`src/rtl/sep_seq_pkg.sv`:
```
// Shared types for the frame sequencer.
// Assumes nothing beyond IEEE 1800-2017 enum support.
package sep_seq_pkg;

    // Frame schedule phases, in the order a frame visits them.
    typedef enum logic [2:0] {
        ST_IDLE = 3'd0,
        ST_INIT = 3'd1,
        ST_FWD  = 3'd2,
        ST_UPD  = 3'd3,
        ST_LOAD = 3'd4
    } seq_state_t;

endpackage

```
`src/rtl/sep_seq_step.sv`:
```
// Time-index counter for one frame.
// Clears to zero, loads one at the start of the forward phase and
// increments when asked. clr has priority over set1, set1 over inc.
// Assumes the caller never lets the index pass 2**STEP_W-1.
module sep_seq_step #(
    parameter int STEP_W = 14
) (
    input  logic              clk,
    input  logic              rst_n,
    input  logic              clr,
    input  logic              set1,
    input  logic              inc,
    output logic [STEP_W-1:0] step
);

    // Index register with prioritised clear/load/increment.
    always_ff @(posedge clk) begin
        if (!rst_n)    step <= '0;
        else if (clr)  step <= '0;
        else if (set1) step <= STEP_W'(1);
        else if (inc)  step <= step + STEP_W'(1);
    end

endmodule

```
`src/rtl/sep_seq_ctrl.sv`:
```
// Phase state machine of the frame sequencer.
// Captures the frame length at launch (clamped to at least 2) and moves
// IDLE -> INIT -> FWD -> UPD -> LOAD -> IDLE using the time index.
// Assumes LEN_W >= 2 and STEP_W >= LEN_W + 2 so that 3N fits.
module sep_seq_ctrl
    import sep_seq_pkg::*;
#(
    parameter int LEN_W  = 12,
    parameter int STEP_W = 14
) (
    input  logic              clk,
    input  logic              rst_n,
    input  logic              start,
    input  logic [LEN_W-1:0]  frame_len,
    input  logic              sample_valid,
    input  logic [STEP_W-1:0] step,
    output seq_state_t        state
);

    logic [LEN_W-1:0]  len_q;
    logic [STEP_W-1:0] len_x;
    logic [STEP_W-1:0] fwd_last;
    logic [STEP_W-1:0] upd_last;
    seq_state_t        state_d;

    // Phase end points derived from the captured length.
    always_comb begin
        len_x    = STEP_W'(len_q);
        fwd_last = len_x - STEP_W'(1);
        upd_last = (len_x << 1) + len_x - STEP_W'(1);
    end

    // Next-phase selection.
    always_comb begin
        state_d = state;
        unique case (state)
            ST_IDLE: if (start) state_d = ST_INIT;
            ST_INIT: state_d = ST_FWD;
            ST_FWD:  if (sample_valid && step == fwd_last) state_d = ST_UPD;
            ST_UPD:  if (step == upd_last) state_d = ST_LOAD;
            ST_LOAD: state_d = ST_IDLE;
            default: state_d = ST_IDLE;
        endcase
    end

    // Phase register.
    always_ff @(posedge clk) begin
        if (!rst_n) state <= ST_IDLE;
        else        state <= state_d;
    end

    // Length capture at launch, with the lower clamp.
    always_ff @(posedge clk) begin
        if (!rst_n)
            len_q <= LEN_W'(2);
        else if (state == ST_IDLE && start)
            len_q <= (frame_len < LEN_W'(2)) ? LEN_W'(2) : frame_len;
    end

endmodule

```
`src/rtl/sep_seq_frame.sv`:
```
// Update-phase toggle, completed-frame counter and first-frame tracking.
// The toggle is 0 on entry to the update phase and inverts each update
// cycle. The counter and the warm flag advance on the reload cycle.
// Assumes in_upd and at_load are never high together.
module sep_seq_frame #(
    parameter int CNT_W = 16
) (
    input  logic             clk,
    input  logic             rst_n,
    input  logic             in_upd,
    input  logic             at_load,
    output logic             upd_ph,
    output logic [CNT_W-1:0] frame_cnt,
    output logic             warm
);

    // Even/odd toggle, held at 0 outside the update phase.
    always_ff @(posedge clk) begin
        if (!rst_n)      upd_ph <= 1'b0;
        else if (in_upd) upd_ph <= ~upd_ph;
        else             upd_ph <= 1'b0;
    end

    // Completed-frame counter.
    always_ff @(posedge clk) begin
        if (!rst_n)       frame_cnt <= '0;
        else if (at_load) frame_cnt <= frame_cnt + CNT_W'(1);
    end

    // Set once a frame has produced weights; stops later weight clears.
    always_ff @(posedge clk) begin
        if (!rst_n)       warm <= 1'b0;
        else if (at_load) warm <= 1'b1;
    end

endmodule

```
`src/rtl/sep_frame_seq.sv`:
```
// Frame sequencer for an adaptive separation engine: launches one frame
// per start, drives the clears, enables, update toggle and reload strobe,
// and counts completed frames. Holds no datapath arithmetic.
// Assumes a reset before first use and frame_len < 2**LEN_W.
module sep_frame_seq
    import sep_seq_pkg::*;
#(
    parameter int LEN_W = 12,
    parameter int CNT_W = 16
) (
    input  logic               clk,
    input  logic               rst_n,
    input  logic               start,
    input  logic [LEN_W-1:0]   frame_len,
    input  logic               sample_valid,
    output logic               busy,
    output logic               sum_clr,
    output logic               wgt_clr,
    output logic               fwd_en,
    output logic               upd_en,
    output logic               upd_phase,
    output logic               reload,
    output logic [LEN_W+1:0]   step,
    output logic [CNT_W-1:0]   frame_cnt
);

    localparam int STEP_W = LEN_W + 2;

    seq_state_t        state;
    logic [STEP_W-1:0] step_q;
    logic              warm;
    logic              ph;

    sep_seq_ctrl #(.LEN_W(LEN_W), .STEP_W(STEP_W)) u_ctrl (
        .clk          (clk),
        .rst_n        (rst_n),
        .start        (start),
        .frame_len    (frame_len),
        .sample_valid (sample_valid),
        .step         (step_q),
        .state        (state)
    );

    sep_seq_step #(.STEP_W(STEP_W)) u_step (
        .clk   (clk),
        .rst_n (rst_n),
        .clr   (state == ST_IDLE || state == ST_LOAD),
        .set1  (state == ST_INIT),
        .inc   ((state == ST_FWD && sample_valid) || state == ST_UPD),
        .step  (step_q)
    );

    sep_seq_frame #(.CNT_W(CNT_W)) u_frame (
        .clk       (clk),
        .rst_n     (rst_n),
        .in_upd    (state == ST_UPD),
        .at_load   (state == ST_LOAD),
        .upd_ph    (ph),
        .frame_cnt (frame_cnt),
        .warm      (warm)
    );

    // Output decode from the phase register.
    always_comb begin
        busy      = (state != ST_IDLE);
        sum_clr   = (state == ST_INIT);
        wgt_clr   = (state == ST_INIT) && !warm;
        fwd_en    = (state == ST_FWD) && sample_valid;
        upd_en    = (state == ST_UPD);
        upd_phase = ph;
        reload    = (state == ST_LOAD);
        step      = step_q;
    end

endmodule

```
`config.mk`:
```
export PLATFORM = sky130hd
export DESIGN_NAME = sep_frame_seq
export DESIGN_NICKNAME = d
export VERILOG_FILES = /design/src/rtl/sep_seq_pkg.sv /design/src/rtl/sep_seq_step.sv /design/src/rtl/sep_seq_ctrl.sv /design/src/rtl/sep_seq_frame.sv /design/src/rtl/sep_frame_seq.sv
export SDC_FILE = /design/constraint.sdc
export NUM_CORES = 1
export LEC_CHECK = 0
export BUFFER_PORTS_ARGS = -buffer_cell sky130_fd_sc_hd__clkbuf_2
export CAP_MARGIN = 20
export CORE_UTILIZATION = 60
export CTS_BUF_LIST = sky130_fd_sc_hd__clkbuf_2 sky130_fd_sc_hd__clkbuf_4 sky130_fd_sc_hd__clkbuf_8
export CTS_CLUSTER_DIAMETER = 80
export DETAILED_ROUTE_END_ITERATION = 12
export PLACE_DENSITY = 0.83
export SYNTH_ARGS = -nofsm -noshare
export SYNTH_HDL_FRONTEND = slang
export SYNTH_SLANG_ARGS = --single-unit
export TNS_END_PERCENT = 100
```
`constraint.sdc`:
```
create_clock -name clk -period 4.3 [get_ports clk]
set_clock_uncertainty 0.2 [all_clocks]
set_input_delay 0.86 -clock clk [delete_from_list [all_inputs] [get_ports clk]]
set_output_delay 0.86 -clock clk [all_outputs]
set_load 0.1 [all_outputs]
```
==> metrics <==
Synth Area per Inst=roughly 8 µm²; vias in the first global route=3069; Total Routed Length=8.554 mm; Power per Cell Area=between 300 and 400 nW/µm²; sequential share of power=36.3%; final slew viol count=0; clock transition at the registers of the reported paths=0.08 ns; critical path class=reg2reg; setup TNS=0 ns; Mapped Nets=486; All-Layer GR Usage=between 20 and 30%; final layout net count=531; Synth Flop Type=dfxtp_1; initial antenna violation count=0; cts hold-fix bufs=0; status=finished, final reports clean; register area share after synthesis=between 20% and 30%; Net Switching=0.4796 mW; CTS max path bufs=2; clock network fraction of total power=22.7%; Cells after Synth=435; critical path, cell by cell=inv_1, ha_1, inv_1, ha_1, xnor2_1, a31o_1, a2111oi_1, a311oi_1, a211o_1, o41a_1, o211a_1; RSZ-0062 raised after global routing=no; grt ovf=0; Post-synth EDFFs=0; final core utilization=approximately 70%; Non-Filler Cell Area, Final=roughly 3900 µm²; PostCTS Resize Cnt=0; Placer Congestion=slightly below 0.9; first-pass iteration count of the detailed router=5; R2R cell count=11; TritonCTS clock tree=yes; Crit. End Element=register; Internal Power=0.8014 mW; post-place setup slack=roughly 0.94 ns; Rows=27; synth warn=0; Tcrit/Tclk final=80.41%; post-route antenna net violation count=0; H-Tree Depth=2; Stages on worst setup path=11; Area after DPL=3832 µm²; fin crit period=3.458 ns; largest net degree at the start of global routing=33; Die X=78.77 µm; Setup WS post-layout=about 0.84 ns; Die Y=a little under 80 µm; asr flop ratio synth=0%; total CTS buffers=5; Clock Latency Late Sink=0.30 ns; Worst Hold Depth=1; residual DRC count=0; diode count=0; via/cell ratio=5.830; DIE AREA=6204 µm²; mapped cell area=3536 µm²; Logic pwr share=40.9%; routed via count=3224; setup-violating endpoint count in the final report=0; core area=about 5600 µm²; fmax=289.2 MHz; synthesized flop and latch total=47; CP Launch Type=register; Peak VDD IR=between 0.3 and 0.4 mV; slew at the pin closest to its max-slew limit=0.5349 ns; Hold Vio Cnt, Final=0; Synth cell types=57; Design Power=1.281 mW; max_cap viols=0; CP max stage cell=a2111oi_1; crit path DAT=~3.5 ns; Clock Root Buffer=clkbuf_8; clock sink count=47; CP max FO=5; Net Sw Frac=37.44%; HP Class=reg2reg; Slew headroom=63.42%; WP buf/inv=2; share of cells above drive strength 1=13.72%; static leakage=1.825 nW; Detailed Place HPWL=6.679 mm; CP required=4.30 ns; drt first-iter violations=approximately 140; IO buf count=52; I/O Pins=between 50 and 60; Syn-to-layout area delta=11.32%; first-pass GRT wire length=13.95 mm; Initial Util=63.05%; drt wl/cell=15.47 µm; post-CTS setup buffer count=0; CP delay by family, top=compound AO/OA/AOI/OAI gates; CP peak stage delay=roughly 0.45 ns
metal layers:
| layer | GRT usage [%] | share of wire, % |
|---|---|---|
| met5 | 0 | 0 |
| met4 | 9.259 | 1.6 |
| met3 | 4.253 | 4.5 |
| met2 | 53.65 | 50 |
| met1 | 33.67 | 44 |
cell usage after synthesis, types with 2 or more instances:
master     count  area [µm²]
mux2i_1        5       50.05
a211o_1        2       17.52
inv_1         44       165.2
nand3b_1       2       15.01
buf_4          3       22.52
dfxtp_1       47       940.9
a21boi_0      11       82.58
o21ai_1        2       10.01
o221ai_1       4       35.03
nand4_1        6       37.54
a2bb2oi_1      2       17.52
nor4_1         4       25.02
nand2b_1       8       50.05
and3_1        10       62.56
o2111ai_1      2       17.52
a211oi_1       5       37.54
a31oi_1        5       31.28
nand2_1       45       168.9
nand3_1       10       50.05
and4_1         4       35.03
a311oi_1       2       17.52
or3_1          8       50.05
a21boi_1       2       15.01
xor2_1        22       192.7
o21ai_0       12       60.06
xnor2_1       32       280.3
a221oi_1       2       17.52
a21o_1         8       60.06
buf_2          3       15.01
o21a_1         3       22.52
and2_1        16       100.1
nor3_1         7       35.03
nor2_1        14       52.55
nor2b_1        5       31.28
o211a_1        2       20.02
ha_1          34       425.4
a21oi_1       13       65.06
clkbuf_1      10       37.54
flip-flops by register name, indices dropped and copies added, names as in the netlist:
register           cells
u_ctrl.state           3
u_frame.upd_ph         1
u_frame.warm           1
u_ctrl.len_q          12
u_frame.frame_cnt     16
u_step.step           14
placed cells by master (no fill, tap or decap), types with 6 or more instances in the layout:
master | netlist | layout
or3_1 | 8 | 8
nand3_1 | 10 | 10
o21ai_0 | 12 | 12
nand4_1 | 6 | 6
ha_1 | 34 | 34
nor2_1 | 14 | 14
nor3_1 | 7 | 7
clkbuf_8 | 0 | 7
a21oi_1 | 13 | 13
inv_1 | 44 | 44
clkbuf_2 | 0 | 52
nand2_1 | 45 | 45
a21boi_0 | 11 | 11
xnor2_1 | 32 | 32
xor2_1 | 22 | 22
and2_1 | 16 | 16
dfxtp_1 | 47 | 47
a21o_1 | 8 | 8
nand2b_1 | 8 | 8
and3_1 | 10 | 10
final cells by class:
cell class / instances / area (µm²)
clock buffer: 7 / 96.34
timing repair buffer: 54 / 275.3
sequential: 47 / 940.9
inverter: 45 / 168.9
clock inverter: 1 / 7.507
fill: 479 / 1672
multi-input combinational: 327 / 2357
tap: 72 / 90.09
stage by stage:
| stage | hold slack [ns] | cells |
|---|---|---|
| final | 0.2228 | 553 |
| after global placement | 0.2146 | 545 |
| after CTS | 0.2253 | 553 |
| after detailed placement | 0.2097 | 545 |
| after floorplan | 0.2586 | 435 |
| after global routing | 0.2533 | 553 |
cells by family (layout without fill, tap and decap cells):
kind of cell	Yosys count	after routing	synth area share, %
multiplexers	5	5	1.415
XOR/XNOR	54	54	13.38
AND/OR/NAND/NOR	143	143	20.98
adder cells (fa/ha/maj)	35	35	12.60
buffers and inverters	61	107	6.900
flip-flops	47	47	26.61
AO/OA/AOI/OAI	90	90	18.12
final timing paths:
| kind | from | end | slack, ns |
|---|---|---|---|
| setup / recovery | u_ctrl.len_q[10]$_SDFFE_PN0P_ | u_ctrl.state[0]$_SDFFE_PN0P_ | 0.84 |
| hold / removal | u_frame.upd_ph$_SDFF_PN0_ | u_frame.upd_ph$_SDFF_PN0_ | 0.22 |
| setup reg to reg | u_ctrl.len_q[10]$_SDFFE_PN0P_ | u_ctrl.state[0]$_SDFFE_PN0P_ | 0.84 |
| hold reg to reg | u_frame.upd_ph$_SDFF_PN0_ | u_frame.upd_ph$_SDFF_PN0_ | 0.22 |
power by group through the flow:
stage / Clock, mW / Sequential [mW] / Combinational [mW]
floorplan: 0 / 0.475 / 0.407
global placement: 0 / 0.475 / 0.501
detailed placement: 0 / 0.475 / 0.510
CTS: 0.298 / 0.465 / 0.515
global route: 0.315 / 0.468 / 0.570
finish: 0.291 / 0.466 / 0.524
(Power assumes the default switching activity.)
